==> config.mk <==
export PLATFORM = sky130hd
export DESIGN_NAME = wake_seq
export DESIGN_NICKNAME = d
export VERILOG_FILES = /design/src/rtl/wake_seq_pkg.sv /design/src/rtl/wake_detect.sv /design/src/rtl/wake_delay_ctr.sv /design/src/rtl/wake_fsm.sv /design/src/rtl/wake_seq.sv
export SDC_FILE = /design/constraint.sdc
export NUM_CORES = 1
export LEC_CHECK = 0
export ABC_AREA = 1
export BUFFER_PORTS_ARGS = -buffer_cell sky130_fd_sc_hd__clkbuf_2
export CORE_MARGIN = 2
export CORE_UTILIZATION = 48
export DETAILED_ROUTE_END_ITERATION = 10
export HOLD_SLACK_MARGIN = 0.15
export PLACE_DENSITY_LB_ADDON = 0.12
export SYNTH_ARGS = -nofsm -noshare
export SYNTH_HDL_FRONTEND = slang
export SYNTH_SLANG_ARGS = --single-unit
==> constraint.sdc <==
create_clock -name clk -period 1.4 [get_ports clk]
set_input_delay 0.21 -clock clk [delete_from_list [all_inputs] [get_ports clk]]
set_output_delay 0.21 -clock clk [all_outputs]
set_load 0.03 [all_outputs]
==> src/rtl/wake_seq_pkg.sv <==
package wake_seq_pkg;

  typedef enum logic [2:0] {
    ST_RSTHOLD = 3'd0,
    ST_RUN     = 3'd1,
    ST_LOWPWR  = 3'd2,
    ST_OST     = 3'd3,
    ST_SETTLE  = 3'd4
  } seq_state_e;

  localparam logic [1:0] PM_NONE     = 2'b00;
  localparam logic [1:0] PM_PRI_IDLE = 2'b01;
  localparam logic [1:0] PM_INT_IDLE = 2'b10;
  localparam logic [1:0] PM_SLEEP    = 2'b11;

  // crystal and PLL types need the start-up timer
  function automatic logic osc_is_crystal(input logic [2:0] kind);
    return !kind[2];
  endfunction

  function automatic logic osc_is_internal(input logic [2:0] kind);
    return kind[2] & kind[1];
  endfunction

endpackage

==> src/rtl/wake_detect.sv <==
module wake_detect #(
  parameter int N_IRQ = 8
) (
  input  logic [N_IRQ-1:0] irq_flag,
  input  logic [N_IRQ-1:0] irq_en,
  input  logic             wdt_timeout,
  output logic             irq_wake,
  output logic             wdt_wake
);
  logic [N_IRQ-1:0] masked;

  for (genvar gi = 0; gi < N_IRQ; gi++) begin : g_mask
    assign masked[gi] = irq_flag[gi] & irq_en[gi];
  end

  assign irq_wake = |masked;
  assign wdt_wake = wdt_timeout;
endmodule

==> src/rtl/wake_delay_ctr.sv <==
module wake_delay_ctr #(
  parameter int W = 8
) (
  input  logic         clk,
  input  logic         rst_n,
  input  logic         clr,
  input  logic         en,
  input  logic [W-1:0] limit,
  output logic         last
);
  logic [W-1:0] cnt;

  always_ff @(posedge clk or negedge rst_n) begin
    if (!rst_n)    cnt <= '0;
    else if (clr)  cnt <= '0;
    else if (en)   cnt <= cnt + 1'b1;
  end

  assign last = en && (cnt == limit - 1'b1);
endmodule

==> src/rtl/wake_fsm.sv <==
module wake_fsm
  import wake_seq_pkg::*;
#(
  parameter int W = 8
) (
  input  logic         clk,
  input  logic         rst_n,
  input  logic         irq_wake,
  input  logic         wdt_wake,
  input  logic         gie,
  input  logic         reset_req,
  input  logic         sleep_enter,
  input  logic [1:0]   pwr_mode,
  input  logic [2:0]   osc_kind,
  input  logic         fast_start,
  input  logic         pri_ready,
  input  logic         ctr_last,
  input  logic [W-1:0] ost_limit,
  input  logic [W-1:0] settle_limit,
  output logic         ctr_clr,
  output logic         ctr_en,
  output logic [W-1:0] ctr_limit,
  output logic         core_hold,
  output logic         clk_sel_int,
  output logic         pri_en,
  output logic         vector_branch,
  output logic         wdt_reset,
  output logic         osc_ready_flag,
  output logic         intosc_stable_flag
);
  seq_state_e state;
  logic       pend_q;      // running on internal, waiting for primary
  logic       cause_irq_q;
  logic       gie_q;
  logic       is_xtal, is_int;

  assign is_xtal = osc_is_crystal(osc_kind);
  assign is_int  = osc_is_internal(osc_kind);

  // counter control
  assign ctr_en    = ((state == ST_OST) && pri_ready) || (state == ST_SETTLE);
  assign ctr_limit = (state == ST_OST) ? ost_limit : settle_limit;
  assign ctr_clr   = !((state == ST_OST) || (state == ST_SETTLE))
                     || ((state == ST_OST) && ctr_last);

  assign core_hold = (state != ST_RUN);

  always_ff @(posedge clk or negedge rst_n) begin
    if (!rst_n) begin
      state              <= ST_RSTHOLD;
      pend_q             <= 1'b0;
      cause_irq_q        <= 1'b0;
      gie_q              <= 1'b0;
      clk_sel_int        <= 1'b0;
      pri_en             <= 1'b1;
      vector_branch      <= 1'b0;
      wdt_reset          <= 1'b0;
      osc_ready_flag     <= 1'b0;
      intosc_stable_flag <= 1'b0;
    end else begin
      vector_branch <= 1'b0;
      wdt_reset     <= 1'b0;
      if (reset_req) begin
        state              <= ST_RSTHOLD;
        pend_q             <= 1'b0;
        clk_sel_int        <= 1'b0;
        pri_en             <= 1'b1;
        osc_ready_flag     <= 1'b0;
        intosc_stable_flag <= 1'b0;
      end else begin
        unique case (state)
          ST_RSTHOLD: begin
            if (is_int) begin
              state              <= ST_RUN;
              clk_sel_int        <= 1'b1;
              intosc_stable_flag <= 1'b1;
            end else if (pri_ready) begin
              state          <= ST_RUN;
              clk_sel_int    <= 1'b0;
              osc_ready_flag <= 1'b1;
            end else if (fast_start) begin
              state              <= ST_RUN;
              clk_sel_int        <= 1'b1;
              intosc_stable_flag <= 1'b1;
              pend_q             <= 1'b1;
            end
          end
          ST_RUN: begin
            if (wdt_wake) begin
              state              <= ST_RSTHOLD;
              wdt_reset          <= 1'b1;
              pend_q             <= 1'b0;
              clk_sel_int        <= 1'b0;
              pri_en             <= 1'b1;
              osc_ready_flag     <= 1'b0;
              intosc_stable_flag <= 1'b0;
            end else if (sleep_enter && (pwr_mode != PM_NONE)) begin
              state  <= ST_LOWPWR;
              pend_q <= 1'b0;
              pri_en <= (pwr_mode == PM_PRI_IDLE) && !pend_q && !is_int;
            end else if (pend_q && pri_ready) begin
              pend_q         <= 1'b0;
              clk_sel_int    <= 1'b0;
              osc_ready_flag <= 1'b1;
            end
          end
          ST_LOWPWR: begin
            if (irq_wake || wdt_wake) begin
              cause_irq_q <= irq_wake;
              gie_q       <= gie;
              pri_en      <= 1'b1;
              if (!is_xtal) begin
                state       <= ST_SETTLE;
                clk_sel_int <= is_int;
              end else if (pri_en) begin
                state <= ST_SETTLE;
              end else begin
                state <= ST_OST;
              end
            end
          end
          ST_OST: begin
            if (ctr_last) begin
              state          <= ST_SETTLE;
              clk_sel_int    <= 1'b0;
              osc_ready_flag <= 1'b1;
            end
          end
          ST_SETTLE: begin
            if (ctr_last) begin
              state         <= ST_RUN;
              vector_branch <= cause_irq_q && gie_q;
            end
          end
          default: state <= ST_RSTHOLD;
        endcase
      end
    end
  end
endmodule

==> src/rtl/wake_seq.sv <==
module wake_seq
  import wake_seq_pkg::*;
#(
  parameter int N_IRQ         = 8,
  parameter int OST_CYCLES    = 1024,
  parameter int SETTLE_CYCLES = 8
) (
  input  logic             clk,
  input  logic             rst_n,
  input  logic [N_IRQ-1:0] irq_flag,
  input  logic [N_IRQ-1:0] irq_en,
  input  logic             gie,
  input  logic             reset_req,
  input  logic             wdt_timeout,
  input  logic             sleep_enter,
  input  logic [1:0]       pwr_mode,
  input  logic [2:0]       osc_kind,
  input  logic             fast_start,
  input  logic             pri_ready,
  output logic             core_hold,
  output logic             clk_sel_int,
  output logic             pri_en,
  output logic             vector_branch,
  output logic             wdt_reset,
  output logic             osc_ready_flag,
  output logic             intosc_stable_flag
);
  localparam int MAXC = (OST_CYCLES > SETTLE_CYCLES) ? OST_CYCLES : SETTLE_CYCLES;
  localparam int W    = $clog2(MAXC + 1);
  localparam logic [W-1:0] OST_LIM    = W'(OST_CYCLES);
  localparam logic [W-1:0] SETTLE_LIM = W'(SETTLE_CYCLES);

  logic         irq_wake, wdt_wake;
  logic         ctr_clr, ctr_en, ctr_last;
  logic [W-1:0] ctr_limit;

  wake_detect #(.N_IRQ(N_IRQ)) u_detect (
    .irq_flag    (irq_flag),
    .irq_en      (irq_en),
    .wdt_timeout (wdt_timeout),
    .irq_wake    (irq_wake),
    .wdt_wake    (wdt_wake)
  );

  wake_delay_ctr #(.W(W)) u_ctr (
    .clk   (clk),
    .rst_n (rst_n),
    .clr   (ctr_clr),
    .en    (ctr_en),
    .limit (ctr_limit),
    .last  (ctr_last)
  );

  wake_fsm #(.W(W)) u_fsm (
    .clk                (clk),
    .rst_n              (rst_n),
    .irq_wake           (irq_wake),
    .wdt_wake           (wdt_wake),
    .gie                (gie),
    .reset_req          (reset_req),
    .sleep_enter        (sleep_enter),
    .pwr_mode           (pwr_mode),
    .osc_kind           (osc_kind),
    .fast_start         (fast_start),
    .pri_ready          (pri_ready),
    .ctr_last           (ctr_last),
    .ost_limit          (OST_LIM),
    .settle_limit       (SETTLE_LIM),
    .ctr_clr            (ctr_clr),
    .ctr_en             (ctr_en),
    .ctr_limit          (ctr_limit),
    .core_hold          (core_hold),
    .clk_sel_int        (clk_sel_int),
    .pri_en             (pri_en),
    .vector_branch      (vector_branch),
    .wdt_reset          (wdt_reset),
    .osc_ready_flag     (osc_ready_flag),
    .intosc_stable_flag (intosc_stable_flag)
  );
endmodule

==> impl_metrics.env <==
export IMPL_slew_viol_final=0
export IMPL_hold_ws_ps=200
export IMPL_wl_per_cell_um=12.2
export IMPL_synth_fp_nets=241
export IMPL_clock_fmax_ghz=0.670
export IMPL_core_um2=2980
export IMPL_powerDensity_nw_per_um2=1180
export IMPL_p_leak_nw=1.14
export IMPL_fp_dieW_um=59.4
export IMPL_finalHoldViolations=0
export IMPL_nNetsFinal=329
export IMPL_clock_path_buffers=2
export IMPL_drive_gt1_share_pct=44.0
export IMPL_syn_area_um2=1480
export IMPL_regToRegSetupSlack_ps=-90
export IMPL_start_util_pct=49.5
export IMPL_die_area_um2=3530
export IMPL_io_pins=36
export IMPL_area_growth_pct=56.6
export IMPL_grt_max_degree=24
export IMPL_die_y_um=59.4
export IMPL_dp_cells=314
export IMPL_violations="setup timing"
export IMPL_ys_ff_latch=23
export IMPL_yosysSeqAreaShare_pct=39.1
export IMPL_reg2reg_depth=8
export IMPL_drc=0
export IMPL_setup_violations=20
export IMPL_ant_nets=0
export IMPL_grt_pass1_vias=1642
export IMPL_hp_start="pwr_mode[1]"
export IMPL_drtIter0Drc=55
export IMPL_gp_congestion=0.908
export IMPL_drt_wl_total_um=4040
export IMPL_clock_latency_ps=320
export IMPL_worstPathArrival_ps=1710
export IMPL_dp_hpwl_um=2870
export IMPL_cts_sinks=23
export IMPL_cts_buffers=3
export IMPL_finClkSkew_ps=6.17
export IMPL_hp_class="input pin to flop"
export IMPL_synth_top_area_share_pct=37.3
export IMPL_root_buffer="clkbuf_4"
export IMPL_grt_overflow_total=0
export IMPL_vdd_drop_max_mv=0.781
export IMPL_vias=1739
export IMPL_placementRows=20
export IMPL_h_tree_depth=1
export IMPL_cp_end_kind="flop"
export IMPL_vias_per_cell=5.25
export IMPL_clk_pin_slew_ps=130
export IMPL_n_fill_cell=222
export IMPL_setup_tns_final_ps=-806
export IMPL_portBuffers=34
export IMPL_grt_pass1_wl_um=6600
export IMPL_cts_tree="built"
export IMPL_dp_slack_ps=-179
export IMPL_rr_startpoint="u_fsm.state[0]"
export IMPL_status="complete, but fails checks"
export IMPL_hold_depth=4
export IMPL_syn_area_per_cell_um2=6.99
export IMPL_synthTopCellsByArea="dfrtp_1 (37%), nand2_1 (15%), nor2_1 (7.6%)"
export IMPL_synth_top_cell_by_area="dfrtp_1"
export IMPL_min_period_ps=1490
export IMPL_hold_path_end="u_fsm.pri_en"
export IMPL_grt_use_total_pct=24.2
export IMPL_max_slew_margin_rel_pct=61.9
export IMPL_antenna_cells=0
export IMPL_r2r_end="u_fsm.state[0]"
export IMPL_synth_cells=211
export IMPL_required_ps=1620
export IMPL_start_kind="flop"
export IMPL_grt_setup_unrepaired="true"
export IMPL_grt_antenna_before_repair=0
export IMPL_p_total_mw=2.72
export IMPL_worst_slack_ps=-91.7
export IMPL_cp_max_fo=5
export IMPL_drt_pass1_iterations=4
export IMPL_cap_violations=0
export IMPL_crit_type="flop to flop"
export IMPL_finalCritPeriodShare_pct=107
export IMPL_final_cells=331
export IMPL_ys_types=32
export IMPL_yosys_warnings=0
export IMPL_worst_pin_slew_ps=572
sequential cells by signal (all words and copies together), names as in the netlist:
register                  cells
u_fsm.pend_q                  1
u_fsm.state                   3
u_fsm.vector_branch           1
u_fsm.intosc_stable_flag      1
u_fsm.cause_irq_q             1
u_fsm.clk_sel_int             1
u_fsm.wdt_reset               1
u_fsm.gie_q                   1
u_fsm.pri_en                  1
u_ctr.cnt                    11
u_fsm.osc_ready_flag          1
worst max path at each step:
stage	to	from	slack [ps]	depth (start not counted)
finish	u_fsm.state[0]	u_fsm.state[0]	-90	8
global route	u_fsm.state[0]	u_ctr.cnt[4]	-190	9
CTS	u_fsm.clk_sel_int	u_fsm.state[1]	-70	8
detailed placement	u_ctr.cnt[9]	u_fsm.state[0]	-180	8
global placement	u_fsm.state[2]	u_fsm.state[0]	-150	9
floorplan	u_ctr.cnt[6]	u_fsm.state[2]	-40	9
cells in the mapped netlist:
master,n
a21o_1,1
buf_6,1
nor4_1,1
inv_1,25
a21oi_2,1
a31oi_1,1
nand3_1,15
nand3_2,1
nor3_4,1
nor2_2,1
o21ai_0,14
o21a_1,1
nand2_4,2
ha_1,1
dfrtp_1,22
nor3_1,3
nand3_4,1
nor2_1,30
nand2_2,1
a21oi_1,11
buf_2,1
o21ai_1,4
inv_2,1
mux2_2,1
nand2_1,57
o211ai_1,2
and3_1,1
o21bai_1,1
nor2_4,1
o22ai_1,2
nand4_1,5
dfstp_2,1
cell usage in the layout, fill, tap and decap left out, types with 2 or more instances in the layout:
master / Yosys / routed
a21oi_1: 11 / 11
buf_4: 0 / 40
buf_6: 1 / 5
clkbuf_2: 0 / 33
clkbuf_4: 0 / 3
dfrtp_1: 22 / 19
dfrtp_2: 0 / 3
dlygate4sd3_1: 0 / 4
inv_1: 25 / 21
inv_2: 1 / 2
inv_4: 0 / 3
nand2_1: 57 / 48
nand2_2: 1 / 7
nand2_4: 2 / 5
nand3_1: 15 / 10
nand3_2: 1 / 3
nand3_4: 1 / 4
nand4_1: 5 / 5
nor2_1: 30 / 21
nor2_2: 1 / 6
nor2_4: 1 / 5
nor3_1: 3 / 2
o211ai_1: 2 / 2
o21ai_0: 14 / 5
o21ai_1: 4 / 11
o21ai_2: 0 / 2
area by class of cell:
type / instances / area [um2] / share of cell area (%)
inverter: 26 / 105 / 4.55
clock inverter: 1 / 5.00 / 0.217
multi-input combinational: 161 / 958 / 41.5
tap: 33 / 41.3 / 1.79
timing repair buffer: 84 / 597 / 25.8
sequential: 23 / 581 / 25.1
clock buffer: 3 / 22.5 / 0.975
cell families (layout without fill, tap and decap cells):
family	after synthesis	after routing	share of synthesized area, %
flip-flops	23	23	39.1
AND/OR/NAND/NOR	120	121	37.3
AO/OA/AOI/OAI	38	38	14.2
buffers and inverters	28	114	7.72
adder cells (fa/ha/maj)	1	1	0.848
multiplexers	1	1	0.763
worst max-delay path, cell delays in order, from the launching register on:
cell	delay [ps]
dfrtp_2	490
nor2_4	180
nand2_4	90
a21oi_4	170
nand2_4	100
nand3_4	110
nand2_4	70
o21bai_1	120
nand2_1	60
through the flow:
step / util, % / instance area (um2)
2_1_floorplan: - / 1490
3_3_place_gp: 66.7 / 1990
3_5_place_dp: 66.7 / 1990
4_1_cts: 74.5 / 2220
5_1_grt: 77.6 / 2310
6_report: 77.6 / 2310
timing repair:
item | in CTS | in global routing
hold endpoints to repair | 24 | 0
gates resized for setup | 36 | 24
cloned | 0 | 1
pin swaps | 11 | 10
setup buffers | 7 | 1
setup endpoints to repair | 21 | 22
hold buffers | 4 | 0
power by group:
group	internal [mW]	switching, mW
clock	0.107	0.211
sequential	0.800	0.117
combinational	0.679	0.802
metal layers:
metal  vias up  routed length [um]  GRT usage (%)
met5         -                   0              0
met4         0                 113           9.42
met3        14                 124           3.06
met2        43                2070           45.1
met1       809                1740           27.7
li1        873                   -              -
(Power assumes the default switching activity.)
